## config.mk

```make
export PLATFORM = sky130hd
export DESIGN_NAME = mmio_decoder
export DESIGN_NICKNAME = d
export VERILOG_FILES = /design/src/rtl/mmio_pkg.sv /design/src/rtl/mmio_addr_decode.sv /design/src/rtl/mmio_uart_port.sv /design/src/rtl/mmio_rd_mux.sv /design/src/rtl/mmio_decoder.sv
export SDC_FILE = /design/constraint.sdc
export NUM_CORES = 1
export LEC_CHECK = 0
export BUFFER_PORTS_ARGS = -buffer_cell sky130_fd_sc_hd__buf_2
export CORE_AREA = 2 2 79 81
export CTS_CLUSTER_DIAMETER = 30
export DETAILED_ROUTE_END_ITERATION = 12
export DIE_AREA = 0 0 81 83
export HOLD_SLACK_MARGIN = 0.15
export SKIP_CTS_REPAIR_TIMING = 1
export SKIP_LAST_GASP = 1
export SLEW_MARGIN = 20
export SYNTH_ARGS = -nofsm -noshare
export SYNTH_HDL_FRONTEND = slang
export SYNTH_SLANG_ARGS = --single-unit
```

## constraint.sdc

```tcl
create_clock -name clk -period 1.75 [get_ports clk]
set_clock_uncertainty 0.05 [all_clocks]
set_input_delay 0.0875 -clock clk [delete_from_list [all_inputs] [get_ports clk]]
set_output_delay 0.0875 -clock clk [all_outputs]
set_load 0.03 [all_outputs]
```

## src/rtl/mmio_pkg.sv

```systemverilog
package mmio_pkg;
  typedef enum logic [1:0] {SRC_NONE, SRC_RAM, SRC_IO} rd_src_e;
  typedef enum logic [1:0] {IO_NONE, IO_STAT, IO_RXD, IO_TXD} io_fn_e;

  localparam logic [3:0] IO_NIBBLE = 4'h8;
  localparam logic [7:0] OFF_STAT  = 8'h00;
  localparam logic [7:0] OFF_RXD   = 8'h04;
  localparam logic [7:0] OFF_TXD   = 8'h08;
endpackage

```

## src/rtl/mmio_addr_decode.sv

```systemverilog
module mmio_addr_decode
  import mmio_pkg::*;
#(
  parameter int ADDR_W = 32
) (
  input  logic              en,
  input  logic              we,
  input  logic [ADDR_W-1:0] addr,
  output logic              mem_hit,
  output io_fn_e            io_fn
);
  localparam int NIB_LSB = ADDR_W - 4;

  logic io_hit;
  logic [7:0] offset;

  assign mem_hit = en && addr[NIB_LSB];
  assign io_hit  = en && (addr[ADDR_W-1:NIB_LSB] == IO_NIBBLE);
  assign offset  = addr[7:0];

  always_comb begin
    io_fn = IO_NONE;
    if (io_hit) begin
      unique case (offset)
        OFF_STAT: if (!we) io_fn = IO_STAT;
        OFF_RXD:  if (!we) io_fn = IO_RXD;
        OFF_TXD:  if (we)  io_fn = IO_TXD;
        default:  io_fn = IO_NONE;
      endcase
    end
  end
endmodule

```

## src/rtl/mmio_uart_port.sv

```systemverilog
module mmio_uart_port
  import mmio_pkg::*;
#(
  parameter int DATA_W = 32,
  parameter int BYTE_W = 8
) (
  input  io_fn_e            io_fn,
  input  logic [DATA_W-1:0] wdata,
  input  logic              rx_valid,
  input  logic [BYTE_W-1:0] rx_data,
  input  logic              tx_ready,
  output logic              rx_ready,
  output logic              tx_valid,
  output logic [BYTE_W-1:0] tx_data,
  output logic [DATA_W-1:0] io_rval
);
  assign rx_ready = (io_fn == IO_RXD);
  assign tx_valid = (io_fn == IO_TXD);
  assign tx_data  = wdata[BYTE_W-1:0];

  always_comb begin
    io_rval = '0;
    if (io_fn == IO_STAT) begin
      io_rval[1] = rx_valid;
      io_rval[0] = tx_ready;
    end else if (io_fn == IO_RXD) begin
      io_rval[BYTE_W-1:0] = rx_data;
    end
  end
endmodule

```

## src/rtl/mmio_rd_mux.sv

```systemverilog
module mmio_rd_mux
  import mmio_pkg::*;
#(
  parameter int DATA_W = 32
) (
  input  logic              clk,
  input  logic              rst_n,
  input  rd_src_e           src_d,
  input  logic [DATA_W-1:0] io_rval_d,
  input  logic [DATA_W-1:0] ram_rdata,
  output logic [DATA_W-1:0] rd_data
);
  rd_src_e           src_q;
  logic [DATA_W-1:0] io_q;

  always_ff @(posedge clk) begin
    if (!rst_n) begin
      src_q <= SRC_NONE;
      io_q  <= '0;
    end else begin
      src_q <= src_d;
      io_q  <= io_rval_d;
    end
  end

  always_comb begin
    unique case (src_q)
      SRC_RAM: rd_data = ram_rdata;
      SRC_IO:  rd_data = io_q;
      default: rd_data = '0;
    endcase
  end
endmodule

```

## src/rtl/mmio_decoder.sv

```systemverilog
module mmio_decoder
  import mmio_pkg::*;
#(
  parameter int ADDR_W = 32,
  parameter int DATA_W = 32,
  parameter int RAM_AW = 12,
  parameter int BYTE_W = 8
) (
  input  logic                clk,
  input  logic                rst_n,
  input  logic                acc_en,
  input  logic                acc_we,
  input  logic [ADDR_W-1:0]   acc_addr,
  input  logic [DATA_W-1:0]   acc_wdata,
  input  logic [DATA_W/8-1:0] acc_wmask,
  output logic [DATA_W-1:0]   rd_data,
  output logic [RAM_AW-1:0]   ram_addr,
  output logic [DATA_W/8-1:0] ram_we,
  output logic [DATA_W-1:0]   ram_wdata,
  input  logic [DATA_W-1:0]   ram_rdata,
  input  logic                rx_valid,
  input  logic [BYTE_W-1:0]   rx_data,
  output logic                rx_ready,
  input  logic                tx_ready,
  output logic                tx_valid,
  output logic [BYTE_W-1:0]   tx_data
);
  localparam int LANES    = DATA_W / 8;
  localparam int WORD_LSB = $clog2(LANES);

  logic              mem_hit;
  io_fn_e            io_fn;
  logic [DATA_W-1:0] io_rval;
  rd_src_e           src_d;

  mmio_addr_decode #(.ADDR_W(ADDR_W)) dec_i (
    .en(acc_en), .we(acc_we), .addr(acc_addr),
    .mem_hit(mem_hit), .io_fn(io_fn)
  );

  mmio_uart_port #(.DATA_W(DATA_W), .BYTE_W(BYTE_W)) uart_i (
    .io_fn(io_fn), .wdata(acc_wdata),
    .rx_valid(rx_valid), .rx_data(rx_data), .tx_ready(tx_ready),
    .rx_ready(rx_ready), .tx_valid(tx_valid), .tx_data(tx_data),
    .io_rval(io_rval)
  );

  always_comb begin
    if (mem_hit && !acc_we)                      src_d = SRC_RAM;
    else if (io_fn == IO_STAT || io_fn == IO_RXD) src_d = SRC_IO;
    else                                          src_d = SRC_NONE;
  end

  assign ram_addr  = acc_addr[RAM_AW+WORD_LSB-1:WORD_LSB];
  assign ram_wdata = acc_wdata;
  assign ram_we    = (mem_hit && acc_we) ? acc_wmask : '0;

  mmio_rd_mux #(.DATA_W(DATA_W)) mux_i (
    .clk(clk), .rst_n(rst_n), .src_d(src_d), .io_rval_d(io_rval),
    .ram_rdata(ram_rdata), .rd_data(rd_data)
  );
endmodule

```

==> results of run 1 <==
==> through the flow <==
| stage | setup slack, ns | hold slack [ns] | util (%) |
|---|---|---|---|
| after floorplan | 0.1585 | 0.1592 | - |
| after global placement | 0.003548 | 0.1252 | 23.39 |
| after detailed placement | -0.03218 | 0.1252 | 23.39 |
| after CTS | 0.03361 | -0.004555 | 24.33 |
| after global routing | 0.03145 | 0.1827 | 32.12 |
| final | 0.1432 | 0.1434 | 32.12 |
==> worst paths after layout <==
kind	start	endpoint	slack, ns	cells after the start
setup / recovery	mux_i.src_q[0]	rd_data[11]	0.14	4
hold / removal	tx_ready	mux_i.io_q[0]	0.14	4
==> cell usage after synthesis <==
| library cell | count |
|---|---|
| or2_2 | 1 |
| o21ai_0 | 2 |
| nor3b_1 | 1 |
| mux2i_1 | 1 |
| buf_1 | 1 |
| nand2b_1 | 1 |
| buf_4 | 52 |
| a211oi_1 | 1 |
| nand4_1 | 1 |
| nand2_1 | 7 |
| a22oi_1 | 8 |
| clkbuf_1 | 4 |
| nor2_1 | 11 |
| inv_1 | 2 |
| nor4b_2 | 1 |
| dfxtp_1 | 10 |
| and3_1 | 1 |
| a211o_1 | 1 |
| and2b_1 | 1 |
| ha_1 | 5 |
| and2_1 | 37 |
| nor4_2 | 1 |
==> cell families (layout without fill, tap and decap cells) <==
logic type | after synthesis | in the layout | share of synthesized area (%)
mux | 1 | 1 | 0.8763
flops | 10 | 10 | 17.52
compound gates | 12 | 12 | 7.558
simple gates | 63 | 63 | 32.09
buf+inv | 59 | 157 | 36.47
fa+ha+maj | 5 | 5 | 5.476
==> placed cells by master (no fill, tap or decap) <==
cell type / Yosys / layout
o21ai_0: 2 / 2
nor4b_2: 1 / 1
a211o_1: 1 / 1
mux2i_1: 1 / 1
or2_2: 1 / 1
and2b_1: 1 / 1
nand2_1: 7 / 7
and3_1: 1 / 1
and2_1: 37 / 37
clkbuf_8: 0 / 4
nand2b_1: 1 / 1
a211oi_1: 1 / 1
buf_4: 52 / 1
ha_2: 0 / 1
nor3b_1: 1 / 1
nand4_1: 1 / 1
inv_1: 2 / 2
nor4_2: 1 / 1
nor2_1: 11 / 11
dlygate4sd3_1: 0 / 45
a22oi_1: 8 / 8
buf_2: 0 / 105
ha_1: 5 / 4
dfxtp_1: 10 / 10
==> registers in the layout, summed over array words and instances, names as in the netlist <==
register / flops
mux_i.src_q: 2
mux_i.io_q: 8
==> area by class of cell <==
cell class,count,area (um^2),area share [%]
repair buffers,151,983.4,52.65
multi-input cells,81,528.0,28.27
flip-flops and latches,10,200.2,10.72
well taps,75,93.84,5.023
clock buffers,4,55.05,2.947
inverters,2,7.507,0.4019
==> tightest hold or removal path: cells and delay by family <==
family	cells	cell delay, ns
AND/OR/NAND/NOR	2	0.18
AO/OA/AOI/OAI	1	0.06
buffers and inverters	1	0.08
==> per-layer routing <==
layer / routed length, um / track usage, %
met5: 0 / 0
met4: 35 / 4.314
met3: 448 / 2.391
met2: 1930 / 12.17
met1: 1079 / 7.195
==> power groups by stage <==
stage / Sequential [mW] / Combinational, mW / Clock, mW
after floorplan: 0.234 / 0.273 / 0
after global placement: 0.234 / 0.155 / 0
after detailed placement: 0.234 / 0.156 / 0
after CTS: 0.229 / 0.156 / 0.291
after global routing: 0.229 / 0.379 / 0.298
final: 0.229 / 0.359 / 0.284
==> impl_metrics.env, run 1 <==
export IMPL_fmax_ghz=0.6224
export IMPL_grt_pass1_vias=887
export IMPL_drc=0
export IMPL_firstDrtPassIters=3
export IMPL_slowest_delay_ns=0.35
export IMPL_drive_above_1_share_pct=45.97
export IMPL_hpwl_um=2397
export IMPL_fin_area_um2=1868
export IMPL_vias=1284
export IMPL_p_seq_share_pct=26.3
export IMPL_synth_seq_cells=10
export IMPL_hold_class="in -> reg"
export IMPL_tns_ns=0
export IMPL_grt_max_degree=25
export IMPL_worstPathCellList="ha_2 -> buf_4 -> and2_1 -> buf_2"
export IMPL_die_h_um=83
export IMPL_final_antenna_net_count=0
export IMPL_power_leakage_nw=0.9777
export IMPL_tightest_slew_ns=0.6235
export IMPL_finalNetCount=368
export IMPL_outcome="finished clean"
export IMPL_synth_top_area_cell="buf_4"
export IMPL_cts_buffers_inserted=3
export IMPL_place_congestion=0.6608
export IMPL_finalHoldViolations=0
export IMPL_instances_no_fill=323
export IMPL_slew_limit_headroom_pct=58.29
export IMPL_dpl_cell_area_um2=1360
export IMPL_fin_crit_sh_pct=91.82
export IMPL_synth_area_leaders="buf_4, and2_1, dfxtp_1, ha_1, a22oi_1"
export IMPL_crit_path_end_kind="output pin"
export IMPL_crit_fanout=24
export IMPL_p_int_mw=0.5693
export IMPL_yosys_warnings=0
export IMPL_antenna_found_initial=0
export IMPL_rsz0062_at_grt="false"
export IMPL_pin_count=204
export IMPL_grt_overflow_total=0
export IMPL_cpLargestDelayFamily="buffers and inverters"
export IMPL_syn_area_um2=1142
export IMPL_tritoncts="yes"
export IMPL_worstPathArrival_ns=1.47
export IMPL_die_w_um=81
export IMPL_n_antenna_cell=0
export IMPL_syn_nets=269
export IMPL_clock_sinks=10
export IMPL_p_per_area_nw_per_um2=467.0
export IMPL_required_ns=1.61
export IMPL_dr_first_iter_drc_count=4
export IMPL_wire_per_inst_um=10.82
export IMPL_clk_pin_slew_worst_paths_ns=0.05
export IMPL_syn_avg_cell_area_um2=7.616
export IMPL_row_count=28
export IMPL_combPwrFrac_pct=41.1
export IMPL_grt_usage_pct=7.078
export IMPL_vdd_drop_max_uv=217.4
export IMPL_path_buf_inv=2
export IMPL_netlist_instances=150
export IMPL_cts_max_path_buffers=2
export IMPL_p_clk_share_pct=32.6
export IMPL_crit_path_top_delay_cell="dfxtp_1"
export IMPL_h_tree_depth=1
export IMPL_numPortBuffers=105
export IMPL_routed_wl_um=3494
export IMPL_area_growth_pct=63.53
export IMPL_dieArea_um2=6723
export IMPL_p_sw_mw=0.3031
export IMPL_yosysSeqAreaShare_pct=17.52
export IMPL_crit_path_start_kind="flop"
export IMPL_initial_core_util_pct=19.64
export IMPL_fin_crit_ns=1.607
export IMPL_p_total_mw=0.8724
export IMPL_yosysUniqueCellTypes=22
export IMPL_grt_pass1_wl_um=3788
export IMPL_max_cap_viol_count=0
export IMPL_power_share_switching_pct=34.75
export IMPL_worstSetupPathType="reg -> out"
export IMPL_finalMaxSlewViolations=0
export IMPL_core_um2=5816
export IMPL_setup_violations=0
export IMPL_dp_cells=274
export IMPL_ctsRootBufferMaster="clkbuf_8"
export IMPL_viasPerCell=3.975
export IMPL_fillCellCount=635
export IMPL_synth_top_area_share_pct=34.17
Note: power is estimated with default switching activity, not from simulation.
==> run 2: changes to the inputs <==
- clock period: 1.75 -> 1.65 ns (I/O delays scaled with it)
==> impl_metrics.env, run 2 (same netlist as run 1, synthesis figures left out) <==
export IMPL_crit_path_end_kind="output pin"
export IMPL_cp_endpoint="rx_ready"
export IMPL_die_w_um=81
export IMPL_worstPathArrival_ns=1.42
export IMPL_grt_max_degree=25
export IMPL_hold_class="in -> reg"
export IMPL_worstSetupPathType="in -> out"
export IMPL_outcome="finished clean"
export IMPL_path_depth=6
export IMPL_wire_per_inst_um=10.96
export IMPL_finalMaxSlewViolations=0
export IMPL_crit_fanout=4
export IMPL_ctsRootBufferMaster="clkbuf_8"
export IMPL_cpLargestDelayFamily="simple AND/OR/NAND/NOR gates"
export IMPL_numPortBuffers=105
export IMPL_area_growth_pct=63.31
export IMPL_die_h_um=83
export IMPL_grt_pass1_wl_um=3912
export IMPL_slew_limit_headroom_pct=58.94
export IMPL_fin_crit_ns=1.551
export IMPL_dieArea_um2=6723
export IMPL_path_buf_inv=2
export IMPL_required_ns=1.52
export IMPL_crit_path_top_delay_cell="nor4_2"
export IMPL_grt_pass1_vias=938
export IMPL_initial_core_util_pct=19.64
export IMPL_grt_usage_pct=7.099
export IMPL_crit_start="acc_addr[1]"
export IMPL_path_common_cell="buf_2"
export IMPL_vdd_drop_max_uv=248.1
export IMPL_max_cap_viol_count=0
export IMPL_drc=0
export IMPL_power_leakage_nw=0.9711
export IMPL_pin_count=204
export IMPL_top_regs="mux_i.io_q (8), mux_i.src_q (2)"
export IMPL_clk_pin_slew_worst_paths_ns=0.04
export IMPL_worstPathCellList="buf_2 -> nor4_2 -> nand4_1 -> a211o_1 -> ha_1 -> buf_2"
export IMPL_core_um2=5816
export IMPL_n_antenna_cell=0
export IMPL_firstDrtPassIters=4
export IMPL_h_tree_depth=1
export IMPL_fmax_ghz=0.6448
export IMPL_largest_register="mux_i.io_q"
export IMPL_cts_buffers_inserted=3
export IMPL_layout_common_cells="buf_2, dlygate4sd3_1, and2_1"
export IMPL_largest_register_ffs=8
export IMPL_tritoncts="yes"
export IMPL_hpwl_um=2412
export IMPL_p_total_mw=0.8627
export IMPL_crit_path_start_kind="primary input"
export IMPL_clock_sinks=10
export IMPL_dr_first_iter_drc_count=26
export IMPL_p_per_area_nw_per_um2=462.4
export IMPL_vias=1257
export IMPL_slowest_delay_ns=0.29
export IMPL_fin_util_pct=32.08
export IMPL_cts_max_path_buffers=2
export IMPL_place_congestion=0.6595
export IMPL_final_common_cell="buf_2"
export IMPL_tightest_slew_ns=0.6139
export IMPL_antenna_found_initial=0
export IMPL_final_antenna_net_count=0
export IMPL_rsz0062_at_grt="true"
export IMPL_row_count=28
export IMPL_tns_ns=0
export IMPL_drive_above_1_share_pct=46.56
export IMPL_fin_crit_sh_pct=94.00
export IMPL_grt_overflow_total=0
export IMPL_routed_wl_um=3530
export IMPL_viasPerCell=3.904
export IMPL_finalNetCount=368
export IMPL_setup_violations=0
export IMPL_finalHoldViolations=0
[run 2: changes by cell type in the layout (fill, tap and decap cells not counted)]
cell / previous run / this run
buf_6: 0 / 1
a211oi_1: 1 / 0
nor2_1: 11 / 10
a211oi_2: 0 / 1
buf_4: 1 / 0
clkbuf_8: 4 / 3
nor2_2: 0 / 1
[run 2: layout make-up]
cell class	count	area [um^2]
Timing Repair Buffer	151	987.2
Fill cell	626	3950
Sequential cell	10	200.2
Tap cell	75	93.84
Multi-Input combinational cell	81	535.5
Inverter	2	7.507
Clock buffer	3	41.29
[run 2: tightest hold or removal path, stage by stage]
cell and delay, ns:
buf_2 0.08, nand2_1 0.03, o21ai_0 0.05, and2_1 0.12
[run 2: worst min-delay path by stage]
| stage | cells after the start | start | to | slack (ns) |
|---|---|---|---|---|
| 2_1_floorplan | 1 | rst_n | mux_i.io_q[0] | 0.15 |
| 3_3_place_gp | 0 | acc_addr[12] | ram_addr[10] | 0.12 |
| 3_5_place_dp | 0 | acc_addr[12] | ram_addr[10] | 0.12 |
| 4_1_cts | 2 | rx_data[5] | mux_i.io_q[5] | 0.001 |
| 5_1_grt | 4 | tx_ready | mux_i.io_q[0] | 0.17 |
| 6_report | 4 | tx_ready | mux_i.io_q[0] | 0.14 |
[run 2: per-stage QoR]
| stage | instances | setup slack, ns | hold slack (ns) | area, um^2 |
|---|---|---|---|---|
| 4_1_cts | 277 | -0.05748 | 0.001194 | 1401 |
| 6_report | 322 | 0.09902 | 0.1381 | 1866 |
| 2_1_floorplan | 150 | 0.06346 | 0.1542 | 1142 |
| 3_5_place_dp | 274 | -0.1605 | 0.1152 | 1360 |
| 5_1_grt | 322 | -0.04117 | 0.1713 | 1866 |
| 3_3_place_gp | 274 | -0.08992 | 0.1152 | 1360 |
[run 2: per-layer routing]
metal | GRT usage, % | part of all wire, %
met1 | 7.520 | 34
met2 | 12.77 | 54
met3 | 1.739 | 11
met4 | 3.390 | 0.57
met5 | 0 | 0
[run 2: power breakdown]
| group | leakage [nW] | switching (mW) | internal (mW) |
|---|---|---|---|
| Combinational | 0.869 | 0.231 | 0.152 |
| Sequential | 0.0806 | 0.000379 | 0.243 |
| Clock | 0.0216 | 0.0777 | 0.158 |
==> run 3: changes to the inputs <==
- MAX_ROUTING_LAYER: not set -> met4
==> impl_metrics.env, run 3 (same netlist as run 1, synthesis figures left out) <==
export IMPL_grt_pass1_wl_um=3912
export IMPL_path_common_cell="buf_2"
export IMPL_crit_path_top_delay_cell="nor4_2"
export IMPL_tightest_slew_ns=0.6153
export IMPL_rsz0062_at_grt="true"
export IMPL_drive_above_1_share_pct=46.56
export IMPL_fin_crit_sh_pct=94.00
export IMPL_final_common_cell="buf_2"
export IMPL_viasPerCell=3.904
export IMPL_largest_register_ffs=8
export IMPL_top_regs="mux_i.io_q (8), mux_i.src_q (2)"
export IMPL_row_count=28
export IMPL_worstSetupPathType="in -> out"
export IMPL_tritoncts="yes"
export IMPL_pin_count=204
export IMPL_vias=1257
export IMPL_hpwl_um=2412
export IMPL_crit_fanout=4
export IMPL_initial_core_util_pct=19.64
export IMPL_setup_violations=0
export IMPL_whs_path_depth=4
export IMPL_dieArea_um2=6723
export IMPL_routed_wl_um=3530
export IMPL_clk_pin_slew_worst_paths_ns=0.04
export IMPL_h_tree_depth=1
export IMPL_worstPathCellList="buf_2 -> nor4_2 -> nand4_1 -> a211o_1 -> ha_1 -> buf_2"
export IMPL_final_antenna_net_count=0
export IMPL_cts_max_path_buffers=2
export IMPL_die_h_um=83
export IMPL_n_antenna_cell=0
export IMPL_firstDrtPassIters=4
export IMPL_antenna_found_initial=0
export IMPL_p_per_area_nw_per_um2=462.4
export IMPL_grt_max_degree=25
export IMPL_grt_pass1_vias=938
export IMPL_place_ws_ns=-0.1605
export IMPL_layout_setup_ws_ns=0.09902
export IMPL_crit_path_end_kind="output pin"
export IMPL_hold_class="in -> reg"
export IMPL_ctsRootBufferMaster="clkbuf_8"
export IMPL_finalNetCount=368
export IMPL_vdd_drop_max_uv=248.1
export IMPL_largest_register="mux_i.io_q"
export IMPL_crit_path_start_kind="primary input"
export IMPL_tns_ns=0
export IMPL_wire_per_inst_um=10.96
export IMPL_required_ns=1.52
export IMPL_grt_usage_pct=7.292
export IMPL_core_um2=5816
export IMPL_min_to="mux_i.io_q[0]"
export IMPL_fin_util_pct=32.08
export IMPL_path_buf_inv=2
export IMPL_slowest_delay_ns=0.29
export IMPL_die_w_um=81
export IMPL_cts_buffers_inserted=3
export IMPL_outcome="finished clean"
export IMPL_fin_crit_ns=1.551
export IMPL_fmax_ghz=0.6448
export IMPL_area_growth_pct=63.31
export IMPL_hp_start="tx_ready"
export IMPL_slew_limit_headroom_pct=58.84
export IMPL_dr_first_iter_drc_count=22
export IMPL_worstPathArrival_ns=1.42
export IMPL_grt_overflow_total=0
export IMPL_max_cap_viol_count=0
export IMPL_layout_common_cells="buf_2, dlygate4sd3_1, and2_1"
export IMPL_power_leakage_nw=0.9711
export IMPL_finalHoldViolations=0
export IMPL_numPortBuffers=105
export IMPL_drc=0
export IMPL_cpLargestDelayFamily="simple AND/OR/NAND/NOR gates"
export IMPL_finalMaxSlewViolations=0
export IMPL_clock_sinks=10
export IMPL_place_congestion=0.6657
[run 3: metrics by stage]
step | std cells | power [mW] | hold WS, ns | area, um^2
floorplan | 150 | 0.5369 | 0.1542 | 1142
global placement | 274 | 0.4124 | 0.1152 | 1360
detailed placement | 274 | 0.4142 | 0.1152 | 1360
CTS | 277 | 0.6487 | 0.001194 | 1401
global route | 322 | 0.9037 | 0.1713 | 1866
finish | 322 | 0.8627 | 0.1381 | 1866
[run 3: tightest hold or removal path: stages]
cell and delay (ns):
buf_2 0.08, nand2_1 0.03, o21ai_0 0.05, and2_1 0.12
[run 3: how the worst max path moves through the flow]
| stage | depth (start not counted) | slack [ns] | from | end |
|---|---|---|---|---|
| 6_report | 6 | 0.1 | acc_addr[1] | rx_ready |
| 5_1_grt | 8 | -0.04 | acc_addr[1] | mux_i.io_q[2] |
| 4_1_cts | 5 | -0.06 | mux_i.src_q[1] | rd_data[11] |
| 3_5_place_dp | 7 | -0.16 | acc_addr[1] | mux_i.io_q[2] |
| 3_3_place_gp | 8 | -0.09 | acc_addr[1] | mux_i.io_q[3] |
| 2_1_floorplan | 7 | 0.06 | acc_addr[4] | mux_i.io_q[2] |
[run 3: final cells by class]
type                            count  area [um^2]
Fill cell                         626         3950
Sequential cell                    10        200.2
Timing Repair Buffer              151        987.2
Inverter                            2        7.507
Tap cell                           75        93.84
Clock buffer                        3        41.29
Multi-Input combinational cell     81        535.5
[run 3: per-layer routing]
metal  routed length (um)  vias up  track usage (%)
li1                     -      618                -
met1                 1200      540            7.520
met2                 1919       97            12.77
met3                  390        2            1.739
met4                   20        0            3.390
met5                    0        -                -
[run 3: where the power goes]
part | leakage [nW] | internal, mW | switching [mW] | total, mW
Sequential | 0.0806 | 0.243 | 0.000379 | 0.244
Combinational | 0.869 | 0.152 | 0.231 | 0.383
Clock | 0.0216 | 0.158 | 0.0777 | 0.236
